--- config.mk ---
export PLATFORM = sky130hd
export DESIGN_NAME = sync_src_selector
export DESIGN_NICKNAME = d
export VERILOG_FILES = /design/src/rtl/sync_sel_pkg.sv /design/src/rtl/sync_src_monitor.sv /design/src/rtl/sync_sel_ctrl.sv /design/src/rtl/sync_src_selector.sv
export SDC_FILE = /design/constraint.sdc
export NUM_CORES = 1
export LEC_CHECK = 0
export BUFFER_PORTS_ARGS = -buffer_cell sky130_fd_sc_hd__buf_2
export CAP_MARGIN = 30
export CELL_PAD_IN_SITES_DETAIL_PLACEMENT = 0
export CELL_PAD_IN_SITES_GLOBAL_PLACEMENT = 1
export CORE_MARGIN = 4
export CORE_UTILIZATION = 40
export DETAILED_ROUTE_END_ITERATION = 16
export PLACE_DENSITY_LB_ADDON = 0.1
export SYNTH_ARGS = -nofsm -noshare
export SYNTH_HDL_FRONTEND = slang
export SYNTH_SLANG_ARGS = --single-unit
--- constraint.sdc ---
create_clock -name clk -period 5.52 [get_ports clk]
set_input_delay 1.38 -clock clk [delete_from_list [all_inputs] [get_ports clk]]
set_output_delay 1.38 -clock clk [all_outputs]
set_load 0.05 [all_outputs]
--- src/rtl/sync_sel_pkg.sv ---
package sync_sel_pkg;
  localparam int MAX_IDX_W = 3;

  // Control to datapath: commit a switch and name the source to forward.
  typedef struct packed {
    logic                 commit;
    logic [MAX_IDX_W-1:0] fwdIdx;
  } selStrobe_t;
endpackage

--- src/rtl/sync_src_monitor.sv ---
module sync_src_monitor
  import sync_sel_pkg::*;
#(
  parameter int NUM_IF  = 8,
  parameter int IDX_W   = 3,
  parameter int TIMEOUT = 60,
  parameter int TMR_W   = 6
) (
  input  logic              clk,
  input  logic              rstN,
  input  logic [NUM_IF-1:0] pulseIn,
  input  logic [NUM_IF-1:0] activeIn,
  input  logic [IDX_W-1:0]  curIdx,
  input  selStrobe_t        strobe,
  output logic [NUM_IF-1:0] aliveVec,
  output logic [NUM_IF-1:0] gatedVec,
  output logic [IDX_W-1:0]  candIdx,
  output logic              candFound,
  output logic              refSync
);
  localparam logic [TMR_W-1:0] TMAX = TMR_W'(TIMEOUT);

  assign gatedVec = pulseIn & activeIn;

  for (genvar i = 0; i < NUM_IF; i++) begin : gTimer
    logic [TMR_W-1:0] silence;
    always_ff @(posedge clk) begin
      if (!rstN)             silence <= TMAX;
      else if (!activeIn[i]) silence <= TMAX;
      else if (gatedVec[i])  silence <= '0;
      else if (silence != TMAX) silence <= silence + 1'b1;
    end
    assign aliveVec[i] = activeIn[i] && (silence != TMAX);


    silence_bound_chk: assert property (@(posedge clk) disable iff (!rstN)
      silence <= TMAX);
  end

  // Rotating search starting after the current index
  logic [IDX_W-1:0] probe;
  always_comb begin
    candFound = 1'b0;
    candIdx   = curIdx;
    probe     = '0;
    for (int k = 1; k < NUM_IF; k++) begin
      probe = curIdx + IDX_W'(k);
      if (!candFound && aliveVec[probe]) begin
        candFound = 1'b1;
        candIdx   = probe;
      end
    end
  end

  always_ff @(posedge clk) begin
    if (!rstN) refSync <= 1'b0;
    else       refSync <= gatedVec[strobe.fwdIdx[IDX_W-1:0]];
  end


  commit_fwd_chk: assert property (@(posedge clk) disable iff (!rstN)
    $past(strobe.commit) |-> refSync);


  gated_src_chk: assert property (@(posedge clk) disable iff (!rstN)
    refSync |-> $past(|(pulseIn & activeIn)));
endmodule

--- src/rtl/sync_sel_ctrl.sv ---
module sync_sel_ctrl
  import sync_sel_pkg::*;
#(
  parameter int NUM_IF = 8,
  parameter int IDX_W  = 3
) (
  input  logic              clk,
  input  logic              rstN,
  input  logic              autoMode,
  input  logic [IDX_W-1:0]  manualIdx,
  input  logic [NUM_IF-1:0] aliveVec,
  input  logic [NUM_IF-1:0] gatedVec,
  input  logic [IDX_W-1:0]  candIdx,
  input  logic              candFound,
  output logic [IDX_W-1:0]  curIdx,
  output logic              refValid,
  output selStrobe_t        strobe
);
  logic [IDX_W-1:0] targetIdx;
  logic [IDX_W-1:0] curNext;
  logic             commit;

  always_comb begin
    if (!autoMode)              targetIdx = manualIdx;
    else if (aliveVec[curIdx])  targetIdx = curIdx;
    else if (candFound)         targetIdx = candIdx;
    else                        targetIdx = curIdx;
  end

  // A switch lands only on a pulse of the new source
  assign commit  = (targetIdx != curIdx) && gatedVec[targetIdx];
  assign curNext = commit ? targetIdx : curIdx;

  assign strobe.commit = commit;
  assign strobe.fwdIdx = MAX_IDX_W'(curNext);

  assign refValid = aliveVec[curIdx] && (targetIdx == curIdx);

  always_ff @(posedge clk) begin
    if (!rstN) curIdx <= '0;
    else       curIdx <= curNext;
  end


  sticky_ref_chk: assert property (@(posedge clk) disable iff (!rstN)
    (autoMode && aliveVec[curIdx]) |=> $stable(curIdx));


  hold_idx_chk: assert property (@(posedge clk) disable iff (!rstN)
    (autoMode && !aliveVec[curIdx] && !candFound) |=> $stable(curIdx));


  manual_target_chk: assert property (@(posedge clk) disable iff (!rstN)
    ($past(!autoMode) && !$stable(curIdx)) |-> (curIdx == $past(manualIdx)));
endmodule

--- src/rtl/sync_src_selector.sv ---
module sync_src_selector
  import sync_sel_pkg::*;
#(
  parameter int NUM_IF    = 8,
  parameter int FRAME_CYC = 25000
) (
  input  logic                      clk,
  input  logic                      rstN,
  input  logic [NUM_IF-1:0]         syncPulseIn,
  input  logic [NUM_IF-1:0]         activeIn,
  input  logic                      autoMode,
  input  logic [$clog2(NUM_IF)-1:0] manualIdx,
  output logic [$clog2(NUM_IF)-1:0] selIdx,
  output logic                      refSync,
  output logic                      refValid
);
  localparam int IDX_W   = $clog2(NUM_IF);
  localparam int TIMEOUT = (FRAME_CYC * 3) / 2;
  localparam int TMR_W   = $clog2(TIMEOUT + 1);

  initial begin
    if (NUM_IF != 4 && NUM_IF != 8) $error("NUM_IF must be 4 or 8");
  end

  logic [NUM_IF-1:0] aliveVec;
  logic [NUM_IF-1:0] gatedVec;
  logic [IDX_W-1:0]  candIdx;
  logic              candFound;
  selStrobe_t        strobe;

  sync_src_monitor #(
    .NUM_IF(NUM_IF), .IDX_W(IDX_W), .TIMEOUT(TIMEOUT), .TMR_W(TMR_W)
  ) uMon (
    .clk(clk), .rstN(rstN), .pulseIn(syncPulseIn), .activeIn(activeIn),
    .curIdx(selIdx), .strobe(strobe), .aliveVec(aliveVec),
    .gatedVec(gatedVec), .candIdx(candIdx), .candFound(candFound),
    .refSync(refSync)
  );

  sync_sel_ctrl #(.NUM_IF(NUM_IF), .IDX_W(IDX_W)) uCtrl (
    .clk(clk), .rstN(rstN), .autoMode(autoMode), .manualIdx(manualIdx),
    .aliveVec(aliveVec), .gatedVec(gatedVec), .candIdx(candIdx),
    .candFound(candFound), .curIdx(selIdx), .refValid(refValid),
    .strobe(strobe)
  );


  valid_active_chk: assert property (@(posedge clk) disable iff (!rstN)
    refValid |-> activeIn[selIdx]);
endmodule

==> impl_metrics.ini <==
[pwr]
p_switching_uw = 1230
p_leak_uw = 0.00337
p_int_uw = 2450
switching_share = 0.335
ir_drop_v = 0.000252
clock_power_share = 0.351
power_density_nw_per_um2 = 392
seqPwrFrac = 0.280
combinationalPowerShare = 0.370

[setup_path]
critPathKind = reg -> out
startpoint_type = register
arrival_ns = 4.09
critPathLaunch = uMon.gTimer[7].silence[11]
crit_path_end_kind = primary output
r2r_cells = 17
cp_max_fo = 5
required_ns = 4.14
reg2reg_from = uMon.gTimer[7].silence[11]

[floorplanning]
rows = 51
ioPinCount = 27
die_h_um = 150
die_area_um2 = 22400
die_w_um = 150
start_util = 0.410
core-area_um2 = 19600

[logic_synthesis]
yosysTopAreaCell = dfxtp_1
synth.most_common_cell = dfxtp_1
syn-instance-count = 968
synth-seq-cells = 132
synth_cell_types = 85
yosysTopAreaCellShare = 0.329
yosysSeqAreaShare = 0.329
avgSynthCellArea_um2 = 8.29
synth_enable_flop_cells = 0
syn_area_um2 = 8020
synth_ff_type = dfxtp_1
yosys_warnings = 0
synthTopCellsByArea = dfxtp_1 (33%), xor2_1 (7.3%), o21ai_0 (5.8%)
async_flop_share = 0
synth_common_cells = dfxtp_1 (132), o21ai_0 (93), nor2_1 (88)
syn_nets = 1008

[grt]
antenna_found_initial = 0
grt_max_degree = 36
grt_pass1_wl_um = 34300
track_usage = 0.190
overflow = 0
grt_pass1_vias = 6722

[min_path]
holdCritStartpoint = uMon.gTimer[2].silence[1]
hold_path_depth = 2
hp-class = reg -> reg

[flow_run]
drv_cap = 0

[timing]
setup_viol = 0
final.setup_skew_ns = 0.0104
slew_violations = 0
timing.hold.ws_ns = 0.491
slew_headroom = 0.579
rsz0062_at_grt = yes
hold_violations = 0
worstMarginPinSlew_ns = 0.627
fmax_ghz = 0.183
layout_worst_path_cycle_share = 0.990
postLayoutSetupSlackWorst_ns = 0.0534
fin_crit_ns = 5.47

[placed_design]
gp_congestion = 0.904
dp_hpwl_um = 14900
placed_cell_area_um2 = 8540
numPortBuffers = 26
place_ws_ns = 0.0809

[clock_tree]
path_clk_slew_ns = 0.06
numClockSinks = 132
cts_made_buffers = 17
cts_tree = built
root_buffer = clkbuf_16
h-tree-depth = 4
worstSkewPairLatency_ns = 0.42
ctsLongestPathBuffers = 2

[final_layout]
syn_to_final_growth_pct = 17.1
n_antenna_cell = 0
num-fill-cells = 1985
drive_gt1_frac = 0.156
final_area_um2 = 9400
post-route-util = 0.480
finalNetCount = 1042

[route]
drc = 0
num_vias = 6979
viasPerCell = 5.45
ant_nets = 0
drtIter0Drc = 328
dr.pass1.iters = 5
wire_per_inst_um = 16.2
wirelength_um = 20700

[outcome]
status = complete, no violations
[worst max-delay path, cell delays in order, from the launching register on]
cell	delay [ns]
dfxtp_1	0.35
or4b_4	0.55
or4_4	0.55
a22o_1	0.23
mux4_2	0.52
buf_4	0.17
nor4_1	0.21
a31oi_1	0.06
a211o_1	0.32
a31oi_2	0.23
a41oi_4	0.17
nor2_4	0.14
buf_6	0.16
[metrics by stage]
step                power (uW)  setup TNS (ns)  std cells
floorplan                 1950               0        968
global placement          2320               0       1240
detailed placement        2310               0       1240
CTS                       3680               0       1279
global route              3870         -0.0858       1280
finish                    3680               0       1280
[timing repair]
action | 4_1_cts | 5_1_grt
gates resized for setup | 12 | 7
pin swaps | 7 | 5
buffers inserted | 7 | 1
setup endpoints to repair | 1 | 1
hold buffers | 0 | 0
[routing by layer]
layer,share of wire,track usage
met1,0.50,0.254
met5,0,0
met3,0.037,0.0445
met2,0.45,0.305
met4,0.016,0.0590
[cells in the final DEF, fill, tap and decap left out, types with 7 or more instances in the layout]
master and count:
nand3_1 48, inv_1 30, mux2i_1 9, or3_1 18, xnor2_1 41, and2_1 16, nand4_1 21, o22ai_1 8
o21ai_0 93, buf_2 25, o22a_1 7, ha_1 18, dfxtp_1 130, clkbuf_16 17, nand2_1 81, and4_1 9
and3_1 25, buf_4 39, nor2_1 87, a21oi_1 34, xor2_1 67, nand2b_1 12
[power by group through the flow]
stage	Combinational [uW]	Clock [uW]	Sequential [uW]
2_1_floorplan	887	0	1070
3_3_place_gp	1270	0	1050
3_5_place_dp	1260	0	1050
4_1_cts	1330	1330	1030
5_1_grt	1470	1370	1030
6_report	1360	1290	1030
[registers in the layout, summed over array words and instances, names as in the netlist]
| signal | cells |
|---|---|
| uCtrl.curIdx | 3 |
| uMon.gTimer.silence | 128 |
| uMon.refSync | 1 |
[cell type report]
cell class              count  area (um2)  share of cell area
inverters                  32         120              0.0128
multi-input cells         754        5200               0.553
well taps                 265         332              0.0353
flip-flops and latches    132        2650               0.281
repair buffers             65         429              0.0457
clock inverters            14         233              0.0248
clock buffers              18         439              0.0467
[worst paths after layout]
path / endpoint / slack, ns
max: refValid / 0.05
min: uMon.gTimer[2].silence[1] / 0.49
max reg2reg: uMon.refSync / 0.47
min reg2reg: uMon.gTimer[2].silence[1] / 0.49
[logic make-up (layout without fill, tap and decap cells)]
| logic type | count (synthesis) | count (layout) | synth area share |
|---|---|---|---|
| xor gates and xnor gates | 108 | 108 | 0.118 |
| and+or+nand+nor | 383 | 383 | 0.257 |
| buffers and inverters | 82 | 129 | 0.0388 |
| DFF | 132 | 132 | 0.329 |
| AOI/OAI and AO/OA | 224 | 224 | 0.190 |
| muxes | 21 | 21 | 0.0388 |
| adders and majority gates | 18 | 18 | 0.0281 |
No activity file was read; power rests on OpenSTA's default activity.
